## src/rtl/sq_pkg.sv

```systemverilog
// Shared types and ring-index helpers for the store queue.
// Assumes ring sizes fit in 32 bits and any step added is at most the size.
package sq_pkg;

    // Per-entry state bits kept next to each store.
    typedef struct packed {
        logic valid;
        logic can_wb;
        logic committed;
        logic completed;
    } sq_flags_t;

    // Next slot index, wrapping at the physical entry count.
    function automatic int unsigned ring_step(int unsigned p, int unsigned n);
        return (p + 1 >= n) ? 0 : p + 1;
    endfunction

    // Slot index a given distance ahead, wrapping at the physical entry count.
    function automatic int unsigned ring_add(int unsigned p, int unsigned d, int unsigned n);
        int unsigned s;
        s = p + d;
        return (s >= n) ? s - n : s;
    endfunction

endpackage

```

## src/rtl/sq_entry_array.sv

```systemverilog
// Storage for the store entries: sequence number, payload and state flags.
// Each slot compares its own sequence number against the commit and squash
// values. It assumes a slot is never allocated while it is still held.
module sq_entry_array
    import sq_pkg::*;
#(
    parameter int ENTRIES = 8,
    parameter int PTR_W   = 3,
    parameter int SEQ_W   = 16,
    parameter int ADDR_W  = 32,
    parameter int DATA_W  = 32,
    parameter int SIZE_W  = 4
) (
    input  logic                               clk,
    input  logic                               rst_n,
    input  logic                               alloc_en,
    input  logic [PTR_W-1:0]                   alloc_idx,
    input  logic [SEQ_W-1:0]                   alloc_seq,
    input  logic                               exec_en,
    input  logic [PTR_W-1:0]                   exec_idx,
    input  logic [ADDR_W-1:0]                  exec_addr,
    input  logic [SIZE_W-1:0]                  exec_size,
    input  logic [DATA_W-1:0]                  exec_data,
    input  logic                               commit_en,
    input  logic [SEQ_W-1:0]                   commit_seq,
    input  logic                               done_en,
    input  logic [PTR_W-1:0]                   done_idx,
    input  logic                               free_en,
    input  logic [PTR_W-1:0]                   free_idx,
    input  logic                               squash_en,
    input  logic [SEQ_W-1:0]                   squash_seq,
    output sq_flags_t [ENTRIES-1:0]            flags_o,
    output logic [ENTRIES-1:0][SEQ_W-1:0]      seq_o,
    output logic [ENTRIES-1:0][ADDR_W-1:0]     addr_o,
    output logic [ENTRIES-1:0][SIZE_W-1:0]     size_o,
    output logic [ENTRIES-1:0][DATA_W-1:0]     data_o,
    output logic [ENTRIES-1:0]                 commit_hit_o,
    output logic [ENTRIES-1:0]                 keep_hit_o
);

    for (genvar i = 0; i < ENTRIES; i++) begin : g_slot
        sq_flags_t          fl_q;
        logic [SEQ_W-1:0]   seq_q;
        logic [ADDR_W-1:0]  addr_q;
        logic [SIZE_W-1:0]  size_q;
        logic [DATA_W-1:0]  data_q;
        logic               here_alloc;
        logic               here_exec;
        logic               here_done;
        logic               here_free;
        logic               here_cut;

        assign here_alloc = alloc_en && (alloc_idx == PTR_W'(i));
        assign here_exec  = exec_en  && (exec_idx  == PTR_W'(i));
        assign here_done  = done_en  && (done_idx  == PTR_W'(i));
        assign here_free  = free_en  && (free_idx  == PTR_W'(i));

        // Newly committed: held, not yet committed, and older than the commit value.
        assign commit_hit_o[i] = commit_en && fl_q.valid && !fl_q.committed && (seq_q < commit_seq);
        // Survives a squash: held and not younger than the squash value.
        assign keep_hit_o[i]   = fl_q.valid && (seq_q <= squash_seq);
        assign here_cut        = squash_en && fl_q.valid && !keep_hit_o[i];

        // State flags: set on allocation, commit and completion; cleared on free or squash.
        always_ff @(posedge clk) begin
            if (!rst_n) begin
                fl_q <= '0;
            end else if (here_alloc) begin
                fl_q.valid     <= 1'b1;
                fl_q.can_wb    <= 1'b0;
                fl_q.committed <= 1'b0;
                fl_q.completed <= 1'b0;
            end else begin
                if (commit_hit_o[i]) begin
                    fl_q.committed <= 1'b1;
                    fl_q.can_wb    <= 1'b1;
                end
                if (here_done) begin
                    fl_q.completed <= 1'b1;
                end
                if (here_free || here_cut) begin
                    fl_q.valid <= 1'b0;
                end
            end
        end

        // Payload: sequence number taken at allocation, address/size/data at execution.
        always_ff @(posedge clk) begin
            if (!rst_n) begin
                seq_q  <= '0;
                addr_q <= '0;
                size_q <= '0;
                data_q <= '0;
            end else if (here_alloc) begin
                seq_q  <= alloc_seq;
                addr_q <= '0;
                size_q <= '0;
                data_q <= '0;
            end else if (here_exec) begin
                addr_q <= exec_addr;
                size_q <= exec_size;
                data_q <= exec_data;
            end
        end

        assign flags_o[i] = fl_q;
        assign seq_o[i]   = seq_q;
        assign addr_o[i]  = addr_q;
        assign size_o[i]  = size_q;
        assign data_o[i]  = data_q;
    end

endmodule

```

## src/rtl/sq_wb_select.sv

```systemverilog
// Picks the entry at the writeback pointer and decides whether it goes to the
// cache this cycle. The choice is purely combinational.
// Assumes the pointer always lies below the physical entry count.
module sq_wb_select
    import sq_pkg::*;
#(
    parameter int ENTRIES = 8,
    parameter int PTR_W   = 3,
    parameter int ADDR_W  = 32,
    parameter int DATA_W  = 32,
    parameter int SIZE_W  = 4
) (
    input  logic [PTR_W-1:0]                   wb_ptr,
    input  sq_flags_t [ENTRIES-1:0]            flags_i,
    input  logic [ENTRIES-1:0][ADDR_W-1:0]     addr_i,
    input  logic [ENTRIES-1:0][SIZE_W-1:0]     size_i,
    input  logic [ENTRIES-1:0][DATA_W-1:0]     data_i,
    input  logic                               cache_blocked,
    output logic                               wb_valid,
    output logic [ADDR_W-1:0]                  wb_addr,
    output logic [SIZE_W-1:0]                  wb_size,
    output logic [DATA_W-1:0]                  wb_data
);

    sq_flags_t sel;
    logic      ready;

    // Offer the pointed entry when it is committed and not yet complete.
    always_comb begin
        sel      = flags_i[wb_ptr];
        ready    = sel.valid && sel.can_wb && sel.committed && !sel.completed;
        wb_valid = ready && !cache_blocked;
        wb_addr  = addr_i[wb_ptr];
        wb_size  = size_i[wb_ptr];
        wb_data  = data_i[wb_ptr];
    end

endmodule

```

## src/rtl/sq_ring_ctrl.sv

```systemverilog
// Head, writeback and tail pointers plus the occupancy and pending counters.
// Assumes a squash never discards a committed entry, so the writeback pointer
// is left as it is on a squash.
module sq_ring_ctrl
    import sq_pkg::*;
#(
    parameter int ENTRIES = 8,
    parameter int PTR_W   = 3,
    parameter int CNT_W   = 4
) (
    input  logic              clk,
    input  logic              rst_n,
    input  logic              alloc_req,
    input  logic              squash_en,
    input  logic [CNT_W-1:0]  squash_keep,
    input  logic              head_completed,
    input  logic              wb_issue,
    input  logic [CNT_W-1:0]  commit_gain,
    input  logic              done_en,
    output logic [PTR_W-1:0]  head_o,
    output logic [PTR_W-1:0]  wb_ptr_o,
    output logic [PTR_W-1:0]  tail_o,
    output logic [CNT_W-1:0]  count_o,
    output logic [CNT_W-1:0]  pending_o,
    output logic              full_o,
    output logic              alloc_fire_o,
    output logic              free_fire_o
);

    localparam int CAP = ENTRIES - 1;

    logic [PTR_W-1:0] head_q, wbp_q, tail_q;
    logic [CNT_W-1:0] count_q, pend_q;

    assign full_o       = (count_q == CNT_W'(CAP));
    assign alloc_fire_o = alloc_req && !full_o && !squash_en;
    assign free_fire_o  = head_completed;

    // Pointer and counter update.
    always_ff @(posedge clk) begin
        if (!rst_n) begin
            head_q  <= '0;
            wbp_q   <= '0;
            tail_q  <= '0;
            count_q <= '0;
            pend_q  <= '0;
        end else begin
            if (free_fire_o) begin
                head_q <= PTR_W'(ring_step(32'(head_q), ENTRIES));
            end
            if (wb_issue) begin
                wbp_q <= PTR_W'(ring_step(32'(wbp_q), ENTRIES));
            end
            if (squash_en) begin
                tail_q  <= PTR_W'(ring_add(32'(head_q), 32'(squash_keep), ENTRIES));
                count_q <= squash_keep - CNT_W'(free_fire_o);
            end else begin
                if (alloc_fire_o) begin
                    tail_q <= PTR_W'(ring_step(32'(tail_q), ENTRIES));
                end
                count_q <= count_q + CNT_W'(alloc_fire_o) - CNT_W'(free_fire_o);
            end
            pend_q <= pend_q + commit_gain - CNT_W'(done_en);
        end
    end

    assign head_o    = head_q;
    assign wb_ptr_o  = wbp_q;
    assign tail_o    = tail_q;
    assign count_o   = count_q;
    assign pending_o = pend_q;

endmodule

```

## src/rtl/store_wb_queue.sv

```systemverilog
// Top of the store queue. It connects the entry storage, the pointer/counter
// controller and the writeback selector. Sequence numbers are assumed to rise
// monotonically without wrapping, and completions are assumed only for slots
// that have been sent to the cache.
module store_wb_queue
    import sq_pkg::*;
#(
    parameter int ENTRIES = 8,
    parameter int SEQ_W   = 16,
    parameter int ADDR_W  = 32,
    parameter int DATA_W  = 32,
    parameter int SIZE_W  = 4,
    localparam int PTR_W  = $clog2(ENTRIES),
    localparam int CNT_W  = $clog2(ENTRIES + 1)
) (
    input  logic              clk,
    input  logic              rst_n,
    input  logic              alloc_valid,
    input  logic [SEQ_W-1:0]  alloc_seq,
    output logic [PTR_W-1:0]  tail_idx,
    input  logic              exec_valid,
    input  logic [PTR_W-1:0]  exec_idx,
    input  logic [ADDR_W-1:0] exec_addr,
    input  logic [SIZE_W-1:0] exec_size,
    input  logic [DATA_W-1:0] exec_data,
    input  logic              commit_valid,
    input  logic [SEQ_W-1:0]  commit_seq,
    input  logic              squash_valid,
    input  logic [SEQ_W-1:0]  squash_seq,
    input  logic              cache_blocked,
    output logic              wb_valid,
    output logic [PTR_W-1:0]  wb_idx,
    output logic [ADDR_W-1:0] wb_addr,
    output logic [SIZE_W-1:0] wb_size,
    output logic [DATA_W-1:0] wb_data,
    input  logic              wb_done,
    input  logic [PTR_W-1:0]  wb_done_idx,
    output logic [CNT_W-1:0]  count,
    output logic              full,
    output logic [CNT_W-1:0]  wb_pending,
    output logic [SEQ_W-1:0]  head_seq
);

    sq_flags_t [ENTRIES-1:0]           flags;
    logic [ENTRIES-1:0][SEQ_W-1:0]     seqs;
    logic [ENTRIES-1:0][ADDR_W-1:0]    addrs;
    logic [ENTRIES-1:0][SIZE_W-1:0]    sizes;
    logic [ENTRIES-1:0][DATA_W-1:0]    datas;
    logic [ENTRIES-1:0]                commit_hit;
    logic [ENTRIES-1:0]                keep_hit;
    logic [PTR_W-1:0]                  head_ptr, wb_ptr, tail_ptr;
    logic                              alloc_fire, free_fire, commit_en;
    logic [CNT_W-1:0]                  commit_gain, squash_keep;
    sq_flags_t                         head_fl;

    // A squash takes priority over a commit request in the same cycle.
    assign commit_en   = commit_valid && !squash_valid;
    assign commit_gain = CNT_W'($countones(commit_hit));
    assign squash_keep = CNT_W'($countones(keep_hit));
    assign head_fl     = flags[head_ptr];

    sq_entry_array #(
        .ENTRIES (ENTRIES), .PTR_W (PTR_W), .SEQ_W (SEQ_W),
        .ADDR_W  (ADDR_W),  .DATA_W (DATA_W), .SIZE_W (SIZE_W)
    ) u_array (
        .clk          (clk),
        .rst_n        (rst_n),
        .alloc_en     (alloc_fire),
        .alloc_idx    (tail_ptr),
        .alloc_seq    (alloc_seq),
        .exec_en      (exec_valid),
        .exec_idx     (exec_idx),
        .exec_addr    (exec_addr),
        .exec_size    (exec_size),
        .exec_data    (exec_data),
        .commit_en    (commit_en),
        .commit_seq   (commit_seq),
        .done_en      (wb_done),
        .done_idx     (wb_done_idx),
        .free_en      (free_fire),
        .free_idx     (head_ptr),
        .squash_en    (squash_valid),
        .squash_seq   (squash_seq),
        .flags_o      (flags),
        .seq_o        (seqs),
        .addr_o       (addrs),
        .size_o       (sizes),
        .data_o       (datas),
        .commit_hit_o (commit_hit),
        .keep_hit_o   (keep_hit)
    );

    sq_ring_ctrl #(
        .ENTRIES (ENTRIES), .PTR_W (PTR_W), .CNT_W (CNT_W)
    ) u_ctrl (
        .clk            (clk),
        .rst_n          (rst_n),
        .alloc_req      (alloc_valid),
        .squash_en      (squash_valid),
        .squash_keep    (squash_keep),
        .head_completed (head_fl.valid && head_fl.completed),
        .wb_issue       (wb_valid),
        .commit_gain    (commit_gain),
        .done_en        (wb_done),
        .head_o         (head_ptr),
        .wb_ptr_o       (wb_ptr),
        .tail_o         (tail_ptr),
        .count_o        (count),
        .pending_o      (wb_pending),
        .full_o         (full),
        .alloc_fire_o   (alloc_fire),
        .free_fire_o    (free_fire)
    );

    sq_wb_select #(
        .ENTRIES (ENTRIES), .PTR_W (PTR_W), .ADDR_W (ADDR_W),
        .DATA_W  (DATA_W),  .SIZE_W (SIZE_W)
    ) u_wbsel (
        .wb_ptr        (wb_ptr),
        .flags_i       (flags),
        .addr_i        (addrs),
        .size_i        (sizes),
        .data_i        (datas),
        .cache_blocked (cache_blocked),
        .wb_valid      (wb_valid),
        .wb_addr       (wb_addr),
        .wb_size       (wb_size),
        .wb_data       (wb_data)
    );

    assign tail_idx = tail_ptr;
    assign wb_idx   = wb_ptr;
    assign head_seq = head_fl.valid ? seqs[head_ptr] : '0;

endmodule

```

## config.mk

```make
export PLATFORM = sky130hd
export DESIGN_NAME = store_wb_queue
export DESIGN_NICKNAME = d
export VERILOG_FILES = /design/src/rtl/sq_pkg.sv /design/src/rtl/sq_entry_array.sv /design/src/rtl/sq_wb_select.sv /design/src/rtl/sq_ring_ctrl.sv /design/src/rtl/store_wb_queue.sv
export SDC_FILE = /design/constraint.sdc
export NUM_CORES = 2
export LEC_CHECK = 0
export BUFFER_PORTS_ARGS = -buffer_cell sky130_fd_sc_hd__buf_2
export CAP_MARGIN = 20
export CORE_MARGIN = 2
export CORE_UTILIZATION = 55
export DETAILED_ROUTE_END_ITERATION = 8
export PLACE_DENSITY = 0.71
export SLEW_MARGIN = 20
export SYNTH_ARGS = -nofsm -noshare
export SYNTH_HDL_FRONTEND = slang
export SYNTH_HIERARCHICAL = 1
export SYNTH_SLANG_ARGS = --single-unit
```

## constraint.sdc

```tcl
create_clock -name clk -period 9.19 [get_ports clk]
set_input_delay 0.919 -clock clk [delete_from_list [all_inputs] [get_ports clk]]
set_output_delay 0.919 -clock clk [all_outputs]
set_load 0.05 [all_outputs]
```

==> impl_metrics.env <==
export IMPL_outcome="complete, no violations"
export IMPL_synthArstFlopShare=0
export IMPL_worst_pin_slew_ps=1220
export IMPL_p_per_area_nw_per_um2=172
export IMPL_clock_skew_ps=30.3
export IMPL_crit_buf_inv=7
export IMPL_rsz0062_at_grt="false"
export IMPL_fin_tns_setup_ps=0
export IMPL_yosysSeqAreaShare=0.383
export IMPL_pin_count=230
export IMPL_synth_top_area_frac=0.383
export IMPL_max_stage_delay_ps=590
export IMPL_post_synth_instance_area_sq_um=37300
export IMPL_clkTransAtPathRegs_ps=60
export IMPL_p_leak_nw=15.3
export IMPL_gp_congestion=1.03
export IMPL_reg2reg_depth=22
export IMPL_grt_max_degree=117
export IMPL_vias=32400
export IMPL_drc=0
export IMPL_grt_first_pass_wirelength_mm=185
export IMPL_drv_slew=0
export IMPL_die_x_um=264
export IMPL_rows=95
export IMPL_critPathTopFamily="adder cells"
export IMPL_crit_end="u_ctrl/pending_o[3]"
export IMPL_worst_setup_path_type="primary input to register"
export IMPL_syn_nets=4751
export IMPL_cp_depth=23
export IMPL_antenna_found_initial=17
export IMPL_final_setup_viol_count=0
export IMPL_hpwl_mm=74.4
export IMPL_cts_tree="yes"
export IMPL_cp_start_kind="primary input"
export IMPL_syn_area_per_cell_sq_um=8.59
export IMPL_reg2reg_slack_ps=3850
export IMPL_min_path_type="register to register"
export IMPL_dieArea_sq_um=69900
export IMPL_grt_pass1_vias=31000
export IMPL_critPathMostFrequentCell="inv_1"
export IMPL_peakVddDrop_mv=0.136
export IMPL_synth_top_area_cell="dfxtp_1"
export IMPL_crit_chain="buf_2 > buf_4 > nor2b_1 > nand2b_1 > a2111oi_0 > o2111ai_1 > nor2_1 > fa_1 > inv_1 > fa_1 > fa_1 > inv_1 > ha_1 > inv_1 > fa_1 > xnor2_1 > inv_1 > ha_1 > inv_1 > ha_1 > a21oi_1 > nand3_1 > nor3b_2"
export IMPL_yosys_top_cells_area="dfxtp_1 38%, nand2_1 14%, mux4_2 10%"
export IMPL_worstSetupStartpoint="squash_valid"
export IMPL_core_area_sq_um=67200
export IMPL_ys_warn_count=6
export IMPL_cts_buffers=76
export IMPL_fmax_ghz=0.176
export IMPL_start_util=0.555
export IMPL_post_cts_buffers=0
export IMPL_nFillCells=5803
export IMPL_critPathSlowestCell="nor2b_1"
export IMPL_wirelength_mm=123
export IMPL_viasPerCell=6.14
export IMPL_period_share=0.617
export IMPL_nNetsFinal=4743
export IMPL_die_y_um=264
export IMPL_drive_gt1_frac=0.156
export IMPL_ant_nets=0
export IMPL_synth_most_common_cell="nand2_1"
export IMPL_cp_max_fo=23
export IMPL_synthTopCellsByCount="1,433 x nand2_1, 713 x dfxtp_1, 655 x a21oi_1, 271 x ha_1, 176 x buf_2"
export IMPL_cp_end_kind="register"
export IMPL_cts_hold_buffers=0
export IMPL_grt_usage=0.345
export IMPL_clock_path_buffers=3
export IMPL_ys_types=74
export IMPL_ys_seq_elements=713
export IMPL_insertion_delay_ps=650
export IMPL_finalHoldViolCount=0
export IMPL_relSlewSlack=0.189
export IMPL_cp_required_ps=9690
export IMPL_drv_cap=0
export IMPL_worstPathArrival_ps=6170
export IMPL_cts_sinks=713
export IMPL_first_pass_iters=6
export IMPL_grt_overflow=0
export IMPL_wl_per_cell_um=23.4
export IMPL_r2r_end="u_ctrl/pending_o[3]"
export IMPL_area_growth_pct=9.77
export IMPL_netlist_instances=4339
export IMPL_min_period_ps=5670
export IMPL_r2r_start="u_array/g_slot[1].seq_q[7]"
export IMPL_regArea_sq_um=14300
export IMPL_cts_max_level=3
export IMPL_root_buffer="clkbuf_16"
export IMPL_total_power_mw=7.04
export IMPL_drt_iter0_drc=3376
export IMPL_synth_top_flop_cell="dfxtp_1"
export IMPL_portBuffers=229
export IMPL_synth_edf_count=0
export IMPL_ctsResizeCount=0
export IMPL_multi_input_area_sq_um=21100
sequential cells by signal (all words and copies together), names as in the netlist:
signal	flops
u_ctrl/wb_ptr_o	3
u_array/g_slot.size_q	32
u_ctrl/head_o	3
u_ctrl/tail_o	3
u_ctrl/pending_o	4
u_array/g_slot.data_q	256
u_ctrl/count_o	4
u_array/g_slot.seq_q	128
u_array/flags_o	24
u_array/g_slot.addr_q	256
routing by layer:
| layer | up-vias | track usage | part of all wire |
|---|---|---|---|
| li1 | 14900 | - | - |
| met1 | 15500 | 0.457 | 0.40 |
| met2 | 1659 | 0.551 | 0.46 |
| met3 | 343 | 0.0566 | 0.090 |
| met4 | 10 | 0.162 | 0.044 |
| met5 | - | 0 | 0.00050 |
placed cells by master (no fill, tap or decap), types with 6 or more instances in the layout:
cell       count
nand3_1       19
and4_1         9
clkbuf_1      13
o21a_1         6
nand2_1     1422
ha_1         271
mux2i_1       19
buf_4         40
nand2b_1      24
clkbuf_16     78
o31ai_1        7
nor2b_1       29
inv_1         92
a21oi_1      655
a31oi_1       13
nand2_4       10
clkbuf_8      19
buf_2        228
nor2_1        55
a22o_1         7
nor2_4         6
diode_2       10
mux2_2        68
dfxtp_1      707
a21o_1        14
fa_1          11
mux4_2       173
nand4_1       32
nand4b_1       6
a21boi_0     123
clkinv_2      10
o2111ai_1      7
a21boi_1      20
o21ai_0       50
nor4_1         8
nor3_1        10
and2_1         7
and3_1         8
xnor2_1        8
cell families (layout without fill, tap and decap cells):
group / after synthesis / after routing / synth area share
AND/OR/NAND/NOR: 1682 / 1682 / 0.185
AO/OA/AOI/OAI: 941 / 941 / 0.145
flip-flops: 713 / 713 / 0.383
buffers and inverters: 449 / 499 / 0.0566
adder cells (fa/ha/maj): 282 / 282 / 0.0969
multiplexers: 261 / 261 / 0.131
XOR/XNOR: 11 / 11 / 0.00295
other: 0 / 10 / 0
power breakdown:
part	switching (mW)	total, mW	internal (mW)
Sequential	0.0572	3.22	3.16
Combinational	0.443	0.633	0.190
Clock	1.33	3.19	1.87
Total	1.83	7.04	5.22
area by class of cell:
type / count / area share
flip-flops and latches: 713 / 0.349
repair buffers: 269 / 0.0357
clock buffers: 110 / 0.0553
inverters: 94 / 0.00863
clock inverters: 26 / 0.00847
multi-input cells: 3177 / 0.515
diodes: 10 / 0.000612
well taps: 873 / 0.0267
stage by stage:
step / setup slack (ps) / std cells / cell area (sq um) / utilization / hold WS, ps
finish: 3520 / 5272 / 40900 / 0.609 / 450
global route: 3280 / 5268 / 40900 / 0.609 / 465
CTS: 3580 / 5262 / 40900 / 0.609 / 451
detailed placement: 2940 / 5126 / 38300 / 0.570 / 443
global placement: 3060 / 5126 / 38300 / 0.570 / 439
floorplan: 3730 / 4339 / 37300 / - / 433
tightest hold or removal path: stages (launching register included):
cell and delay [ps]:
dfxtp_1 300, nand2_1 50, a21oi_1 50
worst min-delay path by stage:
stage                                       from                           end  cells after the start
floorplan            u_array/g_slot[2].addr_q[0]   u_array/g_slot[2].addr_q[0]                      2
global placement    u_array/g_slot[2].data_q[26]  u_array/g_slot[2].data_q[26]                      2
detailed placement   u_array/g_slot[2].addr_q[6]   u_array/g_slot[2].addr_q[6]                      2
CTS                  u_array/g_slot[3].data_q[4]   u_array/g_slot[3].data_q[4]                      2
global route        u_array/g_slot[6].data_q[13]  u_array/g_slot[6].data_q[13]                      2
finish              u_array/g_slot[6].addr_q[10]  u_array/g_slot[6].addr_q[10]                      2
Note: power is estimated with default switching activity, not from simulation.
